<file path="config.mk">
export PLATFORM = sky130hd
export DESIGN_NAME = exc_vector_sel
export DESIGN_NICKNAME = d
export VERILOG_FILES = /design/src/rtl/exc_vector_sel.sv
export SDC_FILE = /design/constraint.sdc
export NUM_CORES = 1
export LEC_CHECK = 0
export ABC_AREA = 1
export BUFFER_PORTS_ARGS = -buffer_cell sky130_fd_sc_hd__buf_2
export CAP_MARGIN = 40
export CORE_MARGIN = 1
export CORE_UTILIZATION = 38
export CTS_BUF_LIST = sky130_fd_sc_hd__clkbuf_16
export DETAILED_ROUTE_END_ITERATION = 8
export PLACE_DENSITY = 0.92
export SKIP_LAST_GASP = 1
export SYNTH_ARGS = -nofsm -noshare
export SYNTH_HDL_FRONTEND = slang
export SYNTH_SLANG_ARGS = --single-unit
</file>
<file path="constraint.sdc">
create_clock -name clk -period 2.01 [get_ports clk]
set_input_delay 0.201 -clock clk [delete_from_list [all_inputs] [get_ports clk]]
set_output_delay 0.201 -clock clk [all_outputs]
set_load 0.05 [all_outputs]
</file>
<file path="src/rtl/exc_vector_sel.sv">
module exc_vector_sel #(
  parameter logic [15:0] VEC_BASE = 16'h3FF0,
  parameter int N_TMR    = 3,
  parameter int RST_SYNC = 2
) (
  input  logic             clk,
  input  logic             rst_pin_n,
  input  logic             rst_req,
  input  logic             boundary_i,
  input  logic             swi_i,
  input  logic             ext_irq_i,
  input  logic [N_TMR-1:0] tmr_flag_i,
  input  logic [N_TMR-1:0] tmr_en_i,
  input  logic             mask_i,
  output logic             take_o,
  output logic [15:0]      vec_hi_o,
  output logic [15:0]      vec_lo_o,
  output logic             mask_set_o
);
  localparam logic [1:0] SRC_TMR = 2'd0;
  localparam logic [1:0] SRC_EXT = 2'd1;
  localparam logic [1:0] SRC_SWI = 2'd2;
  localparam logic [1:0] SRC_RST = 2'd3;
  localparam logic [15:0] RST_HI = VEC_BASE | 16'h000E;

  logic                arst_n;
  logic [RST_SYNC-1:0] hold_q;
  logic                in_rst, boot_q, take_q;
  logic [1:0]          src_q, sel;
  logic                sel_vld, tmr_req, hw_ok;

  assign arst_n = rst_pin_n & ~rst_req;
  assign in_rst = hold_q[RST_SYNC-1];

  always_ff @(posedge clk or negedge arst_n)
    if (!arst_n) hold_q <= '1;
    else         hold_q <= {hold_q[RST_SYNC-2:0], 1'b0};

  assign tmr_req = |(tmr_flag_i & tmr_en_i);
  assign hw_ok   = ~mask_i;

  always_comb begin
    sel_vld = 1'b1;
    if (swi_i)                  sel = SRC_SWI;
    else if (ext_irq_i && hw_ok) sel = SRC_EXT;
    else if (tmr_req && hw_ok)   sel = SRC_TMR;
    else begin sel = SRC_TMR; sel_vld = 1'b0; end
  end

  always_ff @(posedge clk or negedge arst_n)
    if (!arst_n) begin
      take_q <= 1'b0; src_q <= SRC_RST; boot_q <= 1'b1;
    end else if (in_rst) begin
      take_q <= 1'b0; src_q <= SRC_RST; boot_q <= 1'b1;
    end else if (boot_q) begin
      take_q <= 1'b1; src_q <= SRC_RST; boot_q <= 1'b0;
    end else if (boundary_i && sel_vld) begin
      take_q <= 1'b1; src_q <= sel;
    end else begin
      take_q <= 1'b0;
    end

  assign take_o     = take_q;
  assign vec_hi_o   = VEC_BASE | {12'h000, 1'b1, src_q, 1'b0};
  assign vec_lo_o   = vec_hi_o | 16'h0001;
  assign mask_set_o = in_rst | boot_q | take_q;

  AST_RST_PULSE: assert property (@(posedge clk) disable iff (!arst_n)
    $fell(in_rst) |=> take_o && vec_hi_o == RST_HI);
  AST_SWI_UNMASKED: assert property (@(posedge clk) disable iff (!arst_n)
    (boundary_i && swi_i && !in_rst && !boot_q) |=> take_o && vec_hi_o == (VEC_BASE | 16'h000C));
  AST_MASK_BLOCKS: assert property (@(posedge clk) disable iff (!arst_n)
    (boundary_i && mask_i && !swi_i && !in_rst && !boot_q) |=> !take_o);
  AST_ONLY_AT_BOUNDARY: assert property (@(posedge clk) disable iff (!arst_n)
    (!boundary_i && !in_rst && !boot_q) |=> !take_o);
  AST_NO_RESERVED: assert property (@(posedge clk) disable iff (!arst_n)
    take_o |-> vec_hi_o[3] && !vec_hi_o[0]);
endmodule

</file>
; Word level (Yosys, flattened, before mapping)
; Index checks and enable logic that the tools add are counted.
; Widths: inputs -> output; s select.
[totals]
mem_bits_rw = 0
inputBits = 13
output_inout_bits = 34
mem_bits_ro = 0
latchBits = 0
memories = 0
regBits = 6
wordCells = 27
[op_classes]
n_addsub = 0
n_mux = 12
bitwise_logic = 6
eq_ne = 0
n_mul = 0
shifts = 0
magnitude_cmp = 0
reduce_logical = 5
n_div = 0
[ops]
columns = op, n
row1 = $mux 1, 8
row2 = $mux 2, 4
row3 = $and 3x3->3, 1
row4 = $logic_and 1x1->1, 3
row5 = $reduce_bool 3->1, 1
row6 = $reduce_or 3->1, 1
row7 = $not 1->1, 2
row8 = $or 1x1->1, 2
row9 = $and 1x1->1, 1

; Depth between registers and ports, before layout
[logic_depth]
ltp_word = 10
ltp_mapped = 7
depth_no_buf = 7

; Least setup slack after synthesis
; OpenSTA, ideal clock, no wires.
[synth_path]
path_kind = flip-flop to output port
from = reg take_q, in the netlist take_o
to = out mask_set_o
slack_ns = 0.772
stages_incl_launch_ff = 3
required_ns = 1.809
path_buffers = 0
t_arrival_ns = 1.037
cell_sequence = dfrtp_1 inv_1 nand2_1
[synth_via]
elab_chain_cells = 1
[synth_lines]
columns = element, line
row1 = "start, declared", 28  ; logic in_rst, boot_q, take_q;
row2 = "start signal, assigned", 52  ; take_q <= 1'b0; src_q <= SRC_RST; boot_q <= 1'b1;
row3 = "start signal, assigned", 54  ; take_q <= 1'b0; src_q <= SRC_RST; boot_q <= 1'b1;
row4 = "start signal, assigned", 56  ; take_q <= 1'b1; src_q <= SRC_RST; boot_q <= 1'b0;
row5 = $or 1x1->1, 66  ; assign mask_set_o = in_rst | boot_q | take_q;
row6 = "end, declared", 18  ; output logic mask_set_o
; No other way between the ends.

; Final worst setup path
[layout_path]
from = reg hold_q[1]
to = out mask_set_o
[layout_via]
elab_chain_cells = 2
[layout_lines]
columns = element, line
row1 = "start, declared", 27  ; logic [RST_SYNC-1:0] hold_q;
row2 = "start signal, assigned", 37  ; else hold_q <= {hold_q[RST_SYNC-2:0], 1'b0};
row3 = $or 1x1->1 (2 in series), 66
; No other way between the ends.

==> impl_metrics.env <==
export IMPL_synthTopCellsByArea="buf_4 44%, dfstp_2 26%, nand2_1 6.7%"
export IMPL_timing_setup_tns_ns=0
export IMPL_p_leak_nw=0.330
export IMPL_synth_top_area_frac=0.444
export IMPL_cts_tree="yes"
export IMPL_yosysWarnings=0
export IMPL_hpwl_microns=536
export IMPL_vias=329
export IMPL_initial_utilization=0.433
export IMPL_rows=12
export IMPL_worstSetupStartpointType="register"
export IMPL_setup_viol=0
export IMPL_vias_per_cell=3.46
export IMPL_clock_latency_ns=0.23
export IMPL_final_cells=95
export IMPL_area_growth_pct=12.3
export IMPL_clkTransAtPathRegs_ns=0.04
export IMPL_synth_seq_cells=6
export IMPL_drv_cap=0
export IMPL_finalCriticalPeriod_ns=1.33
export IMPL_rsz0062_at_grt="no"
export IMPL_post_cts_buffers=0
export IMPL_cts_buffer_depth=2
export IMPL_chipHeight_microns=38.5
export IMPL_grt_use_met2=0.146
export IMPL_die_area_sq_mm=0.00148
export IMPL_grt_antenna_before_repair=0
export IMPL_syn_inst=62
export IMPL_antenna_cells=0
export IMPL_synth_area_per_cell_sq_um=8.17
export IMPL_cts_hold_buf=0
export IMPL_status="finished clean"
export IMPL_fin_crit_sh=0.660
export IMPL_grt_remaining_overflow=0
export IMPL_port_buffers=18
export IMPL_drtPass1Iterations=4
export IMPL_fmax_ghz=0.753
export IMPL_powerDensity_mw_per_mm2=1110
export IMPL_drt_initial_drc_count=3
export IMPL_hold_path_class="in -> async"
export IMPL_grt_max_degree=7
export IMPL_cts_resized=0
export IMPL_syn_area_sq_um=507
export IMPL_dp_cells=91
export IMPL_ys_seq_area_frac=0.309
export IMPL_core_area_sq_mm=0.00117
export IMPL_finalMaxSlewViolations=0
export IMPL_wl_per_cell_microns=6.54
export IMPL_r2r_slack_ns=1.26
export IMPL_whs_ns=0.00264
export IMPL_cp_data_required_time_ns=1.81
export IMPL_drc=0
export IMPL_max_vdd_ir_drop_uv=628
export IMPL_crit_path_end_kind="output port"
export IMPL_boundaryPins=47
export IMPL_yosysUniqueCellTypes=12
export IMPL_synth_top_area_cell="buf_4"
export IMPL_clock_sinks=6
export IMPL_fin_nets=95
export IMPL_drt_wl_total_microns=621
export IMPL_grt_pass1_wl_microns=986
export IMPL_skew_ns=0.00527
export IMPL_use_met3=0.0756
export IMPL_cts_max_level=1
export IMPL_cts_buffers=3
export IMPL_cts_root_buf="clkbuf_16"
export IMPL_drtAntennaViolNets=0
export IMPL_worstPathMaxFanout=3
export IMPL_place_congestion=0.648
export IMPL_hold_viol=0
export IMPL_busiest_layer="met2"
export IMPL_grt_usage=0.107
export IMPL_arrival_ns=1.13
export IMPL_drive_gt1_frac=0.383
export IMPL_die_w_microns=38.5
export IMPL_first_global_vias=268
export IMPL_crit_type="reg -> out"
export IMPL_grt_use_met1=0.0975
cell usage in the layout, fill, tap and decap left out, drive strengths merged:
cell / count
nand3: 4
clkbuf: 3
nor2: 3
buf: 18
nand2: 11
dfstp: 5
a21oi: 2
dfrtp: 1
conb: 29
inv: 5
power breakdown:
part,switching [mW],leakage [nW],internal [mW],total (mW)
Clock,0.0659,0.0423,0.258,0.324
Combinational,0.155,0.223,0.0202,0.175
Sequential,0.00344,0.0648,0.132,0.135
Total,0.225,0.330,0.410,0.634
sequential cells by signal, indices dropped and copies added, names as in the netlist:
register / cells
hold_q: 2
boot_q: 1
src_q: 2
take_o: 1
worst paths after layout:
| check | from | end | depth (start not counted) |
|---|---|---|---|
| worst min-delay path | rst_pin_n | take_o | 3 |
| worst max register to register | boot_q | take_o | 2 |
| max in group asynchronous | rst_req | boot_q | 2 |
| worst min register to register | hold_q[0] | hold_q[1] | 0 |
| min in group clk | boundary_i | src_q[1] | 3 |
| worst max-delay path | hold_q[1] | mask_set_o | 3 |
cell families (layout without fill, tap and decap cells):
| logic type | count (synthesis) | in the layout | share of synthesized area |
|---|---|---|---|
| other | 2 | 29 | 0.0148 |
| AND/OR/NAND/NOR | 18 | 18 | 0.153 |
| buffers and inverters | 34 | 26 | 0.474 |
| AO/OA/AOI/OAI | 2 | 2 | 0.0494 |
| flip-flops | 6 | 6 | 0.309 |
worst max-delay path, stage by stage (launching register included):
cell     delay (ns)
dfstp_2        0.54
nor2_1         0.06
nand2_1        0.05
buf_2          0.25
Yosys cell counts (all sizes together):
library cell / number
a21oi: 2
nand2: 11
nor2: 3
conb: 2
buf: 30
dfstp: 5
inv: 4
dfrtp: 1
nand3: 4
stage by stage:
stage | setup WS [ns] | instance area, sq um | util | power [mW]
2_1_floorplan | 0.772 | 608 | - | 0.335
3_3_place_gp | 0.922 | 490 | 0.419 | 0.310
3_5_place_dp | 0.910 | 490 | 0.419 | 0.311
4_1_cts | 0.671 | 569 | 0.486 | 0.640
5_1_grt | 0.632 | 569 | 0.486 | 0.662
6_report | 0.683 | 569 | 0.486 | 0.634
area by class of cell:
class	count	area, sq um
Sequential cell	6	156
Clock inverter	1	3.75
Tap cell	14	17.5
Inverter	4	15.0
Fill cell	120	602
Multi-Input combinational cell	49	211
Timing Repair Buffer	18	90.1
Clock buffer	3	75.1
metal layers:
| metal | wire length, microns | vias up |
|---|---|---|
| met2 | 329 | 25 |
| met4 | 0 | 0 |
| met3 | 80 | 0 |
| met1 | 211 | 137 |
| met5 | 0 | - |
| li1 | - | 167 |
(Power assumes the default switching activity.)
